### config.mk
export PLATFORM = sky130hd
export DESIGN_NAME = gpio_ctrl
export DESIGN_NICKNAME = d
export VERILOG_FILES = /design/src/rtl/gpio_pkg.sv /design/src/rtl/gpio_sync.sv /design/src/rtl/gpio_evt.sv /design/src/rtl/gpio_bank.sv /design/src/rtl/gpio_ctrl.sv
export SDC_FILE = /design/constraint.sdc
export NUM_CORES = 1
export LEC_CHECK = 0
export ABC_AREA = 1
export BUFFER_PORTS_ARGS = -buffer_cell sky130_fd_sc_hd__buf_2
export CAP_MARGIN = 5
export CORE_ASPECT_RATIO = 0.8
export CORE_MARGIN = 5
export CORE_UTILIZATION = 25
export DETAILED_ROUTE_END_ITERATION = 10
export SLEW_MARGIN = 20
export SYNTH_ARGS = -nofsm -noshare
export SYNTH_HDL_FRONTEND = slang
export SYNTH_SLANG_ARGS = --single-unit
### constraint.sdc
create_clock -name clk -period 15.9 [get_ports clk]
set_input_delay 1.59 -clock clk [delete_from_list [all_inputs] [get_ports clk]]
set_output_delay 1.59 -clock clk [all_outputs]
set_load 0.01 [all_outputs]
### src/rtl/gpio_pkg.sv
package gpio_pkg;
  localparam int MAX_PINS  = 32;
  localparam int BANK_SPAN = 32;  // bytes per bank window

  typedef logic [MAX_PINS-1:0] word_t;

  typedef enum logic [2:0] {
    REG_ODRAIN = 3'd0,
    REG_DATA   = 3'd1,
    REG_DIR    = 3'd2,
    REG_EDGE   = 3'd3,
    REG_BOTH   = 3'd4,
    REG_MASK   = 3'd5,
    REG_LEVEL  = 3'd6,
    REG_STAT   = 3'd7
  } reg_sel_e;
endpackage

### src/rtl/gpio_sync.sv
module gpio_sync #(
  parameter int W      = 32,
  parameter int STAGES = 2
) (
  input  logic         clk,
  input  logic         rst_n,
  input  logic [W-1:0] d,
  output logic [W-1:0] q
);
  logic [W-1:0] stg_q [STAGES];
  logic [W-1:0] stg_n [STAGES];

  generate
    for (genvar s = 0; s < STAGES; s++) begin : g_stage
      if (s == 0) begin : g_first
        assign stg_n[s] = d;
      end else begin : g_next
        assign stg_n[s] = stg_q[s-1];
      end
      always_ff @(posedge clk or negedge rst_n) begin
        if (!rst_n) stg_q[s] <= '0;
        else        stg_q[s] <= stg_n[s];
      end
    end
  endgenerate

  assign q = stg_q[STAGES-1];
endmodule

### src/rtl/gpio_evt.sv
module gpio_evt #(
  parameter int W = 32
) (
  input  logic         clk,
  input  logic         rst_n,
  input  logic [W-1:0] smp,
  input  logic [W-1:0] lvl,
  input  logic [W-1:0] both,
  input  logic [W-1:0] rise_sel,
  output logic [W-1:0] evt
);
  logic [W-1:0] prev_q;
  logic [W-1:0] prev_n;
  logic [W-1:0] rise;
  logic [W-1:0] fall;

  assign prev_n = smp;

  always_ff @(posedge clk or negedge rst_n) begin
    if (!rst_n) prev_q <= '0;
    else        prev_q <= prev_n;
  end

  assign rise = smp & ~prev_q;
  assign fall = ~smp & prev_q;

  generate
    for (genvar i = 0; i < W; i++) begin : g_pin
      always_comb begin
        if (lvl[i])           evt[i] = smp[i];
        else if (both[i])     evt[i] = rise[i] | fall[i];
        else if (rise_sel[i]) evt[i] = rise[i];
        else                  evt[i] = fall[i];
      end
    end
  endgenerate
endmodule

### src/rtl/gpio_bank.sv
module gpio_bank
  import gpio_pkg::*;
#(
  parameter int WIDTH = 32
) (
  input  logic     clk,
  input  logic     rst_n,
  input  logic     wr_en,
  input  reg_sel_e sel,
  input  word_t    wdata,
  output word_t    rdata,
  input  word_t    pin_in,
  output word_t    pin_out,
  output word_t    pin_oe,
  output logic     req
);
  localparam word_t WMASK = word_t'(32'hFFFF_FFFF >> (MAX_PINS - WIDTH));

  word_t od_q, data_q, dir_q, edge_q, both_q, mask_q, lvl_q, stat_q;
  word_t od_n, data_n, dir_n, edge_n, both_n, mask_n, lvl_n, stat_n;
  word_t pin_s, evt_raw, evt, clr;
  word_t wmasked;

  gpio_sync #(.W(MAX_PINS), .STAGES(2)) u_sync (
    .clk (clk),
    .rst_n (rst_n),
    .d (pin_in & WMASK),
    .q (pin_s)
  );

  gpio_evt #(.W(MAX_PINS)) u_evt (
    .clk (clk),
    .rst_n (rst_n),
    .smp (pin_s),
    .lvl (lvl_q),
    .both (both_q),
    .rise_sel (edge_q),
    .evt (evt_raw)
  );

  assign evt     = evt_raw & WMASK;
  assign wmasked = wdata & WMASK;
  assign clr     = (wr_en && sel == REG_STAT) ? wmasked : '0;

  // next state
  always_comb begin
    od_n   = od_q;
    data_n = data_q;
    dir_n  = dir_q;
    edge_n = edge_q;
    both_n = both_q;
    mask_n = mask_q;
    lvl_n  = lvl_q;
    if (wr_en) begin
      case (sel)
        REG_ODRAIN: od_n   = wmasked;
        REG_DATA:   data_n = wmasked;
        REG_DIR:    dir_n  = wmasked;
        REG_EDGE:   edge_n = wmasked;
        REG_BOTH:   both_n = wmasked;
        REG_MASK:   mask_n = wmasked;
        REG_LEVEL:  lvl_n  = wmasked;
        default:    ;
      endcase
    end
    stat_n = ((stat_q & ~clr) | evt) & WMASK;
  end

  // registers
  always_ff @(posedge clk or negedge rst_n) begin
    if (!rst_n) begin
      od_q   <= '0;
      data_q <= '0;
      dir_q  <= WMASK;
      edge_q <= '0;
      both_q <= '0;
      mask_q <= '0;
      lvl_q  <= '0;
      stat_q <= '0;
    end else begin
      od_q   <= od_n;
      data_q <= data_n;
      dir_q  <= dir_n;
      edge_q <= edge_n;
      both_q <= both_n;
      mask_q <= mask_n;
      lvl_q  <= lvl_n;
      stat_q <= stat_n;
    end
  end

  always_comb begin
    case (sel)
      REG_ODRAIN: rdata = od_q;
      REG_DATA:   rdata = (dir_q & pin_s) | (~dir_q & data_q);
      REG_DIR:    rdata = dir_q;
      REG_EDGE:   rdata = edge_q;
      REG_BOTH:   rdata = both_q;
      REG_MASK:   rdata = mask_q;
      REG_LEVEL:  rdata = lvl_q;
      default:    rdata = stat_q;
    endcase
  end

  assign pin_out = data_q & ~od_q & WMASK;
  assign pin_oe  = ~dir_q & (~od_q | ~data_q) & WMASK;
  assign req     = |(stat_q & mask_q);

  // status bits rise only from a detected event
  p_set_src_r4: assert property (@(posedge clk) disable iff (!rst_n)
    (stat_q & ~$past(stat_q) & ~$past(evt)) == '0);

  // a cleared bit with no event that cycle reads zero next cycle
  p_w1c_r7: assert property (@(posedge clk) disable iff (!rst_n)
    (clr & ~evt) != '0 |=> (stat_q & $past(clr & ~evt)) == '0);

  // active level keeps status set
  p_level_r6: assert property (@(posedge clk) disable iff (!rst_n)
    (lvl_q & pin_s) != '0 |=> (stat_q & $past(lvl_q & pin_s)) == $past(lvl_q & pin_s));

  // open-drain output with data 1 never drives
  p_od_release_r9: assert property (@(posedge clk) disable iff (!rst_n)
    (pin_oe & od_q & data_q) == '0);
endmodule

### src/rtl/gpio_ctrl.sv
module gpio_ctrl
  import gpio_pkg::*;
#(
  parameter int                     NUM_BANKS = 2,
  parameter int                     ADDR_W    = 8,
  parameter logic [NUM_BANKS*6-1:0] WIDTHS    = {6'd20, 6'd32}
) (
  input  logic                    clk,
  input  logic                    rst_n,
  input  logic [ADDR_W-1:0]       bus_addr,
  input  logic                    bus_wr,
  input  logic [31:0]             bus_wdata,
  output logic [31:0]             bus_rdata,
  input  logic [NUM_BANKS*32-1:0] pin_in,
  output logic [NUM_BANKS*32-1:0] pin_out,
  output logic [NUM_BANKS*32-1:0] pin_oe,
  output logic                    irq
);
  localparam int OFS_W  = $clog2(BANK_SPAN);
  localparam int BSEL_W = ADDR_W - OFS_W;

  logic rst_meta_q, rst_sync_q;
  logic [1:0] addr_unused;

  always_ff @(posedge clk or negedge rst_n) begin
    if (!rst_n) begin
      rst_meta_q <= 1'b0;
      rst_sync_q <= 1'b0;
    end else begin
      rst_meta_q <= 1'b1;
      rst_sync_q <= rst_meta_q;
    end
  end

  logic [BSEL_W-1:0] bank_idx;
  reg_sel_e          sel;
  word_t             bank_rd  [NUM_BANKS];
  logic [NUM_BANKS-1:0] bank_req;

  assign bank_idx    = bus_addr[ADDR_W-1:OFS_W];
  assign sel         = reg_sel_e'(bus_addr[OFS_W-1:2]);
  assign addr_unused = bus_addr[1:0];

  generate
    for (genvar b = 0; b < NUM_BANKS; b++) begin : g_bank
      logic hit;
      assign hit = (bank_idx == BSEL_W'(b));
      gpio_bank #(.WIDTH(int'(WIDTHS[b*6 +: 6]))) u_bank (
        .clk     (clk),
        .rst_n   (rst_sync_q),
        .wr_en   (bus_wr && hit),
        .sel     (sel),
        .wdata   (bus_wdata),
        .rdata   (bank_rd[b]),
        .pin_in  (pin_in[b*32 +: 32]),
        .pin_out (pin_out[b*32 +: 32]),
        .pin_oe  (pin_oe[b*32 +: 32]),
        .req     (bank_req[b])
      );
    end
  endgenerate

  always_comb begin
    bus_rdata = '0;
    for (int b = 0; b < NUM_BANKS; b++) begin
      if (bank_idx == BSEL_W'(b)) bus_rdata = bank_rd[b];
    end
  end

  assign irq = |bank_req;
endmodule

* Word-level counts from Yosys, hierarchy flattened
Cells that the tools add are included.
** Cells by class
- Equal/unequal tests :: 8
- Mux-type cells :: 162
- Bitwise logic cells :: 86
- Reduce and logical (&&, ||, !) cells :: 21
** Operators by type and width (number)
- $pmux 32 s7 :: 2
- $and 32x32->32 :: 8
- $not 32->32 :: 6
- $mux 1 :: 156
- $and 20x20->20 :: 7
- $or 32x32->32 :: 4
- $not 20->20 :: 5
- $mux 32 :: 3
- $reduce_or 64->1 :: 1
- $or 1x1->1 :: 52
- $or 20x20->20 :: 2
- $and 32x20->32 :: 1
- $not 20->32 :: 1
- $reduce_and 2->1 :: 14
- $mux 20 :: 1
- $eq 3x3->1 const B :: 4
- $eq 3x1->1 const B :: 2
- $eq 3x2->1 const B :: 2
- $logic_not 3->1 :: 2
- $logic_and 1x1->1 :: 4
** Word-level totals
- Register bits after elaboration :: 574
- Input port bits :: 107
- Output and inout bits :: 161
- Word-level logic and storage cells :: 301

* Longest topological paths before layout
Gate-level depths: netlist of run 1.
- Depth in word-level cells :: 7
- Gate-level depth with buffers :: 11
- Mapped depth without buffers :: 9

* Hierarchy
Synthesis of run 1 repeated with hierarchy kept, for this count alone.
** Second synthesis, totals
- Cell total of the unflattened synthesis :: 3919
- Area, all modules :: 31104.8 sq um
** By module, submodules not included
- gpio_bank at g_bank[0].u_bank :: times used 1, cells each 1684, area an instance 12961.2 sq um, sequential area each 6446.2 sq um
- gpio_bank at g_bank[1].u_bank :: times used 1, cells each 1086, area an instance 8215.4 sq um, sequential area each 4028.9 sq um
- gpio_evt :: times used 2, cells each 448, area an instance 3002.9 sq um, sequential area each 800.8 sq um
- gpio_sync :: times used 2, cells each 64, area an instance 1601.5 sq um, sequential area each 1601.5 sq um
- gpio_ctrl :: times used 1, cells each 125, area an instance 719.4 sq um, sequential area each 50.0 sq um

* Worst setup path after synthesis of run 1
OpenSTA, ideal clock, no wires.
- Path kind :: input to output
- Start point :: in bus_addr[2]
- End point :: out bus_rdata[31]
- Arrival :: 2707 ps
- Required time :: 14310 ps
- Setup slack :: 11603 ps
- Stages :: 8
- Path buffers :: 3
- Path through :: buf_4 -> nor2_4 -> buf_2 -> buf_2 -> nand3_1 -> o21ai_0 -> nor2_1 -> a21oi_1
** On the way
- Cells in the longest elaborated chain, start to end :: 4
- Elaborated cells between the ends (all ways) :: 11
- Those cells by class :: eq/ne: 6; mux: 4; reduce/logical: 1
** Ends and longest elaborated chain
- start: declaration :: line gpio_ctrl.sv:10 : input logic [ADDR_W-1:0] bus_addr,
- $eq 3x3->1 (tied with other cells) :: line gpio_bank.sv:93 : case (sel)
- $pmux 32 s7 :: line gpio_bank.sv:93
- $mux 32 :: line gpio_ctrl.sv:66 : if (bank_idx == BSEL_W'(b)) bus_rdata = bank_rd[b];
- $mux 32 * :: line gpio_ctrl.sv:66
- end: declaration :: line gpio_ctrl.sv:13 : output logic [31:0] bus_rdata,
Mark *: on every way between the ends. The rest lies on a longest branch, timed or not.

* Worst setup path after layout of run 1
- Start point :: in bus_addr[4]
- End point :: out bus_rdata[0]
The elaborated chain is that of the path after synthesis.

==> results of run 1 <==
worst register-to-register path: stages, from the launching register on:
cell	delay, ns
sky130_fd_sc_hd__dfrtp_4	0.92
sky130_fd_sc_hd__buf_4	0.87
sky130_fd_sc_hd__buf_12	0.64
cell usage after synthesis, drive strengths merged:
library cell	number
nand2	1104
o21ai	536
dfrtp	522
inv	373
nor2	360
a21oi	157
clkbuf	112
ha	104
nand4	102
nand3	99
buf	90
dfstp	52
nand3b	4
conb	2
nor3	2
through the flow:
| stage | std cells | worst slack, ns | util (%) | area (sq um) | total power, W |
|---|---|---|---|---|---|
| floorplan | 3642 | 6.611 | - | 28390 | 0.002211 |
| CTS | 5322 | 9.250 | 29.16 | 32790 | 0.003940 |
| finish | 5327 | 9.219 | 29.18 | 32810 | 0.003890 |
| detailed placement | 5216 | 9.263 | 27.42 | 30830 | 0.002476 |
| global placement | 5216 | 9.286 | 27.42 | 30830 | 0.002460 |
| global route | 5323 | 9.001 | 29.17 | 32800 | 0.004111 |
power groups by stage:
| stage | Sequential, W | Clock, W | Combinational [W] |
|---|---|---|---|
| after floorplan | 0.00181 | 0 | 0.000396 |
| after global placement | 0.00183 | 0 | 0.000626 |
| after detailed placement | 0.00184 | 0 | 0.000639 |
| after CTS | 0.00181 | 0.00149 | 0.000642 |
| after global routing | 0.00184 | 0.00154 | 0.000725 |
| final | 0.00182 | 0.00145 | 0.000629 |
final timing paths:
path / to / slack (ns) / depth (start not counted)
hold reg to reg: g_bank[1].u_bank.u_sync.q[12] / 0.34 / 0
setup reg to reg: g_bank[0].u_bank.u_sync.q[3] / 13.29 / 2
setup / recovery: bus_rdata[0] / 9.22 / 10
hold / removal: g_bank[1].u_bank.u_sync.q[12] / 0.34 / 0
max in group asynchronous: g_bank[0].u_bank.u_sync.q[3] / 13.29 / 2
min in group asynchronous: g_bank[0].u_bank.u_sync.q[23] / 0.40 / 0
registers in the layout, indices dropped and copies added, names as in the netlist:
register / flops
g_bank.u_bank.stat_q: 52
g_bank.u_bank.u_sync.q: 52
g_bank.u_bank.both_q: 52
g_bank.u_bank.lvl_q: 52
g_bank.u_bank.u_sync.stg_n: 52
g_bank.u_bank.dir_q: 52
g_bank.u_bank.u_evt.prev_q: 52
rst_sync_q: 1
g_bank.u_bank.data_q: 52
g_bank.u_bank.od_q: 52
g_bank.u_bank.edge_q: 52
g_bank.u_bank.mask_q: 52
rst_meta_q: 1
routing by layer:
metal	vias up	share of wire (%)	routed length [um]	global-route usage (%)
li1	11750	-	-	-
met2	819	45	42500	24.13
met4	6	2.3	2183	3.791
met5	-	0.049	47	0
met3	146	8.8	8379	4.010
met1	11540	44	42160	21.58
cell families after synthesis:
logic type,after synthesis
other,2
DFF,574
adders and majority gates,104
and+or+nand+nor,1671
AOI/OAI and AO/OA,693
buffers and inverters,575
final cells by class:
cell class              instances  area, sq um
well taps                    1512         1892
clock inverters                17        246.5
fillers                     12000        79640
flip-flops and latches        574        14430
multi-input cells            2493        11660
diodes                          5        12.51
repair buffers                264         1446
clock buffers                  89         1717
inverters                     373         1404
==> Flow_metrics.wiki, run 1 <==
{| class="wikitable"
! Metric !! Value
|-
| Result of the run || complete, no violations
|-
| Syn Area/Cell || between 7 and 8 sq um
|-
| Count of maximum capacitance violations || 0
|-
| Leakage power of the design || 16.10 nW
|-
| Max FO, Critical Path || 62
|-
| Gate count after technology mapping || approximately 3.6k
|-
| Clock-pin slew on the worst setup and hold paths || 0.07 ns
|-
| Sequential cell area fraction in the yosys report || approximately half
|-
| Arrival time reported for the critical path endpoint || 5.09 ns
|-
| Maximum vdd ir drop || just over 0.00008 V
|-
| Crit path launch || bus_addr[4]
|-
| Number of gates resized after cts || 0
|-
| Startpoint of the tightest hold check path || g_bank[1].u_bank.u_sync.stg_n[12]
|-
| Net switching fraction of the power || 30.58%
|-
| Multiplexer area fraction after synthesis || 0%
|-
| Critical Path Slowest Stage Cell || sky130_fd_sc_hd__buf_4
|-
| Via count of the first global-routing pass || around 23k
|-
| Die Span Y || 311.0 um
|-
| Relative contribution of combinational cells to total power || about 16%
|-
| Xor and xnor fraction of the mapped netlist area || 0%
|-
| Post-synthesis sequential element count || ~570
|-
| Area fraction in compound gates after synthesis || between 10 and 15%
|-
| Most frequent cell on the critical path || sky130_fd_sc_hd__nor2_1
|-
| Share of layout cells above drive strength 1 || 11.36%
|-
| H-tree lvl count || 2
|-
| Mapped cell area || 28310 sq um
|-
| Detailed-route vias per instance || 4.554
|-
| Number of buffers added by the clock tree synthesis step || 56
|-
| Clk_lat worst skew || roughly 0.66 ns
|-
| Wire length of the first global-routing pass || between 100 and 150 mm
|-
| Number of antenna violations at the first check in global routing || 11
|-
| Highest Clock Rate || 149.7 MHz
|-
| Global Route Usage Sum || 15.51%
|-
| Horiz. Die Dim || 386.2 um
|-
| Share of the cycle needed by the critical path after routing || 42.02%
|-
| DRC violations left || 0
|-
| Cell internal power dissipation || 0.002701 W
|-
| Data required time at the worst endpoint || between 10 and 15 ns
|-
| Remaining antenna violation count after routing || 0
|-
| Largest cells by area after synthesis || sky130_fd_sc_hd__dfrtp_1 46%, sky130_fd_sc_hd__nand2_1 15%, sky130_fd_sc_hd__o21ai_0 9.4%
|-
| Largest stage delay on the critical path || 0.55 ns
|-
| Boundary pin count || 268
|-
| Cell type contributing the most total cell area after synthesis || sky130_fd_sc_hd__dfrtp_1
|-
| Worst flop-to-flop path startpoint || rst_sync_q
|-
| NetSw || 0.001189 W
|-
| Library cell used as clock root buffer || sky130_fd_sc_hd__clkbuf_16
|-
| Simple-gate share of the synthesized area || 23.90%
|-
| Slew at the pin closest to its max-slew limit || ~1.1 ns
|-
| Clock Sink Count || 574
|-
| Residual overflow from global routing || 0
|-
| Iter 0 DRT Violations || roughly 1.8k
|-
| Largest family of logic cells by synthesized area || simple AND/OR/NAND/NOR gates
|-
| Number of buffer and inverter instances along the worst setup path || 5
|-
| Setup-failing EPs final || 0
|-
| Area of the die || 120100 sq um
|-
| Post-layout min period || 6.681 ns
|-
| Port Buffers || ~230
|-
| Via Count || ~24k
|-
| Routed wire per std cell || 17.88 um
|-
| Nets || 3973
|-
| Number of pins with negative max-slew slack in the final report || 0
|-
| Detailed-placement wirelength estimate || 62.53 mm
|-
| Count of unique library cells instantiated by Yosys || 26
|-
| Setup Skew || 0.02972 ns
|-
| Placer's final routability congestion estimate || 0.8335
|-
| First-pass DRT Iterations || 5
|-
| Hold Path Class || reg -> reg
|-
| Core Region || around 110000 sq um
|-
| Post-CTS setup buffer count || 0
|-
| Cell family with most CP delay || buffers and inverters
|-
| Setup TNS after final layout || 0 ns
|-
| Buffer depth of the longest clock path || 3
|-
| Row cnt || 110
|-
| Initial standard-cell utilization of the core || 25.17%
|-
| Setup CP Type || in -> out
|-
| Commonest cells after routing, fill and taps aside || 1101 x sky130_fd_sc_hd__nand2_1, 530 x sky130_fd_sc_hd__o21ai_0, 521 x sky130_fd_sc_hd__dfrtp_1
|-
| Hold Slack || around 0.34 ns
|-
| Power density over the cells || ~120 nW/um^2
|-
| Count of final hold-check violations || 0
|-
| Largest net degree at the start of global routing || 161
|-
| Most common library cell in the layout ignoring fill and taps || sky130_fd_sc_hd__nand2_1
|-
| Register share of total power || around 47%
|-
| Startpoint type of the worst setup path || input port
|-
| Power share of the clock group || 37.2%
|-
| Clock tree from TritonCTS || done
|-
| Worst slew slack as a fraction of its limit || 24.99%
|-
| Critical path, cell by cell || buf_6 > clkinv_2 > nor2_1 > clkinv_2 > buf_4 > nor2_1 > nor2_1 > nand2_1 > nand2_1 > buf_2
|-
| Yosys top cell area share || 46.15%
|-
| Yosys warnings || 0
|-
| Total detailed-routing wirelength || around 95 mm
|-
| Unrepaired setup endpoints after global routing || no
|-
| Adder-cell share of the synthesized area || 4.597%
|-
| Endpoint kind of the worst setup timing path || output port
|-
| Area overhead of the layout relative to synthesis || 15.90%
|-
| Number of buffers inserted by hold repair at cts || 0
|}
No activity file was read; power rests on OpenSTA's default activity.
==> run 2, diff against run 1 <==
clock period = 5.39 ns   (was 15.9 ns; I/O delays follow)
==> run 2 against run 1 <==
Compared with the run above:
- die area is the same
- clock skew grew 0.0040 ns
- core utilization grew 0.30 points
- combinational power rose to 3.0 times the previous value
- critical path type unchanged
- critical endpoint is now bus_rdata[23]
- largest cell class unchanged
- largest power group unchanged
==> Flow_metrics.wiki, run 2 (synthesized netlist as in run 1, its figures left out) <==
{| class="wikitable"
! Metric !! Value
|-
| Result of the run || complete, no violations
|-
| Share of the cycle needed by the critical path after routing || 70.27%
|-
| Data required time at the worst endpoint || about 4.9 ns
|-
| Cell family with most CP delay || buffers and inverters
|-
| Slew at the pin closest to its max-slew limit || ~1.0 ns
|-
| Worst flop-to-flop path startpoint || rst_sync_q
|-
| Most frequent cell on the critical path || sky130_fd_sc_hd__buf_4
|-
| Die Span Y || 311.0 um
|-
| Global Route Usage Sum || 15.33%
|-
| Core Region || around 110000 sq um
|-
| Total detailed-routing wirelength || between 90 and 100 mm
|-
| Wire length of the first global-routing pass || 142.7 mm
|-
| Power density over the cells || roughly 340 nW/um^2
|-
| Leakage power of the design || between 15 and 20 nW
|-
| Boundary pin count || 268
|-
| DRC violations left || 0
|-
| Iter 0 DRT Violations || 2314
|-
| Hold path cells || 1
|-
| Setup TNS after final layout || 0 ns
|-
| Largest net degree at the start of global routing || roughly 170
|-
| Setup Skew || around 0.034 ns
|-
| Largest stage delay on the critical path || 0.69 ns
|-
| Endpoint kind of the worst setup timing path || output port
|-
| Clock-pin slew on the worst setup and hold paths || 0.07 ns
|-
| Unrepaired setup endpoints after global routing || no
|-
| Remaining antenna violation count after routing || 0
|-
| Startpoint type of the worst setup path || input port
|-
| Area post-placement || 30920 sq um
|-
| R2R Setup Slk || 3.99 ns
|-
| Horiz. Die Dim || 386.2 um
|-
| Clk_lat worst skew || between 0.6 and 0.7 ns
|-
| H-tree lvl count || 2
|-
| Count of maximum capacitance violations || 0
|-
| Nets || 4017
|-
| Placer's final routability congestion estimate || 0.8321
|-
| Post-layout min period || 3.787 ns
|-
| Port Buffers || approximately 230
|-
| Number of antenna violations at the first check in global routing || 11
|-
| Number of buffers added by the clock tree synthesis step || 55
|-
| Commonest cells after routing, fill and taps aside || 1101 x sky130_fd_sc_hd__nand2_1, 530 x sky130_fd_sc_hd__o21ai_0, 521 x sky130_fd_sc_hd__dfrtp_1
|-
| Number of fill cells || 12.04k
|-
| Hold-critical path endpoint || g_bank[0].u_bank.u_sync.stg_n[1]
|-
| Residual overflow from global routing || 0
|-
| Row cnt || 110
|-
| Maximum vdd ir drop || 0.0002376 V
|-
| Clock tree from TritonCTS || done
|-
| Via count of the first global-routing pass || around 23k
|-
| Clock Sink Count || 574
|-
| Worst Reg2Reg Path Length in Cells || 1
|-
| Detailed-placement wirelength estimate || 63.50 mm
|-
| Most common library cell in the layout ignoring fill and taps || sky130_fd_sc_hd__nand2_1
|-
| Number of pins with negative max-slew slack in the final report || 0
|-
| Arrival time reported for the critical path endpoint || 3.25 ns
|-
| Share of layout cells above drive strength 1 || 11.29%
|-
| Max FO, Critical Path || 27
|-
| Startpoint of the tightest hold check path || pin_in[1]
|-
| Detailed-route vias per instance || 4.545
|-
| Highest Clock Rate || 264.0 MHz
|-
| Area of the die || 120100 sq um
|-
| Count of final hold-check violations || 0
|-
| Via Count || 24.41k
|-
| Setup-failing EPs final || 0
|-
| Hold Path Class || in -> reg
|-
| Initial standard-cell utilization of the core || 25.17%
|-
| Setup CP Type || in -> out
|-
| Routed wire per std cell || about 18 um
|-
| Critical path, cell by cell || buf_4 > inv_2 > nand3_1 > buf_4 > o21ai_0 > nor2_1 > a21oi_1 > buf_2
|-
| Number of buffer and inverter instances along the worst setup path || 4
|-
| Number of gates resized after cts || 0
|-
| Endpoint of the lowest-slack register-to-register path || g_bank[0].u_bank.u_sync.q[5]
|-
| Library cell used as clock root buffer || sky130_fd_sc_hd__clkbuf_16
|-
| Summed area of non-filler cells in the final layout || 33140 sq um
|-
| Buffer depth of the longest clock path || 3
|-
| First-pass DRT Iterations || 8
|-
| Worst slew slack as a fraction of its limit || between 30% and 40%
|-
| Post-CTS setup buffer count || 0
|-
| Area overhead of the layout relative to synthesis || 17.08%
|-
| Critical Path Slowest Stage Cell || sky130_fd_sc_hd__nand3_1
|}
-- run 2: cell types whose count changed in the layout (fill, tap and decap cells not counted), moves of 3 or more --
cell,change
sky130_fd_sc_hd__buf_12,+5
sky130_fd_sc_hd__buf_4,+3
sky130_fd_sc_hd__bufinv_16,-4
sky130_fd_sc_hd__dlygate4sd3_1,+39
-- run 2: timing repair --
item / 4_1_cts / 5_1_grt
setup endpoints to repair: 0 / 0
hold endpoints to repair: 40 / 0
hold buffers: 39 / 0
-- run 2: final cells by class --
cell class / count / area (sq um) / share of cell area (%)
well taps: 1512 / 1892 / 5.708
multi-input cells: 2493 / 11650 / 35.16
diodes: 6 / 15.01 / 0.04531
flip-flops and latches: 574 / 14430 / 43.55
clock buffers: 89 / 1695 / 5.116
repair buffers: 309 / 1937 / 5.844
clock inverters: 15 / 115.1 / 0.3473
inverters: 373 / 1401 / 4.228
-- run 2: through the flow --
| stage | cells | hold slack, ns | power, W | utilization [%] | setup WS, ns |
|---|---|---|---|---|---|
| final | 5371 | 0.04006 | 0.01122 | 29.47 | 1.603 |
| after detailed placement | 5222 | 0.1767 | 0.007319 | 27.50 | 1.509 |
| after CTS | 5365 | 0.005513 | 0.01134 | 29.46 | 1.585 |
| after global placement | 5222 | 0.1830 | 0.007266 | 27.50 | 1.528 |
| after floorplan | 3642 | 0.2434 | 0.006520 | - | -0.1548 |
| after global routing | 5365 | 0.01102 | 0.01186 | 29.46 | 1.404 |
-- run 2: per-layer routing --
layer,global-route usage [%],part of all wire (%),vias up
met5,0,0.0064,-
met4,2.774,1.6,2
met3,3.788,9.3,121
met2,24.03,44,901
met1,21.67,45,11550
li1,-,-,11840
-- run 2: power by group --
| group | total (W) | switching (W) | internal, W |
|---|---|---|---|
| clock | 0.00397 | 0.00178 | 0.00220 |
| combinational | 0.00190 | 0.00123 | 0.000664 |
| sequential | 0.00535 | 0.000459 | 0.00489 |
| total | 0.0112 | 0.00347 | 0.00776 |
-- run 2: how the worst max path moves through the flow --
stage	from	to	slack [ns]	depth (start not counted)
after floorplan	rst_sync_q	g_bank[0].u_bank.both_q[0]	-0.15	0
after global placement	bus_addr[3]	g_bank[0].u_bank.mask_q[3]	1.53	7
after detailed placement	bus_addr[3]	g_bank[0].u_bank.mask_q[1]	1.51	7
after CTS	bus_addr[3]	bus_rdata[23]	1.59	8
after global routing	bus_addr[3]	bus_rdata[23]	1.40	8
final	bus_addr[3]	bus_rdata[23]	1.60	8
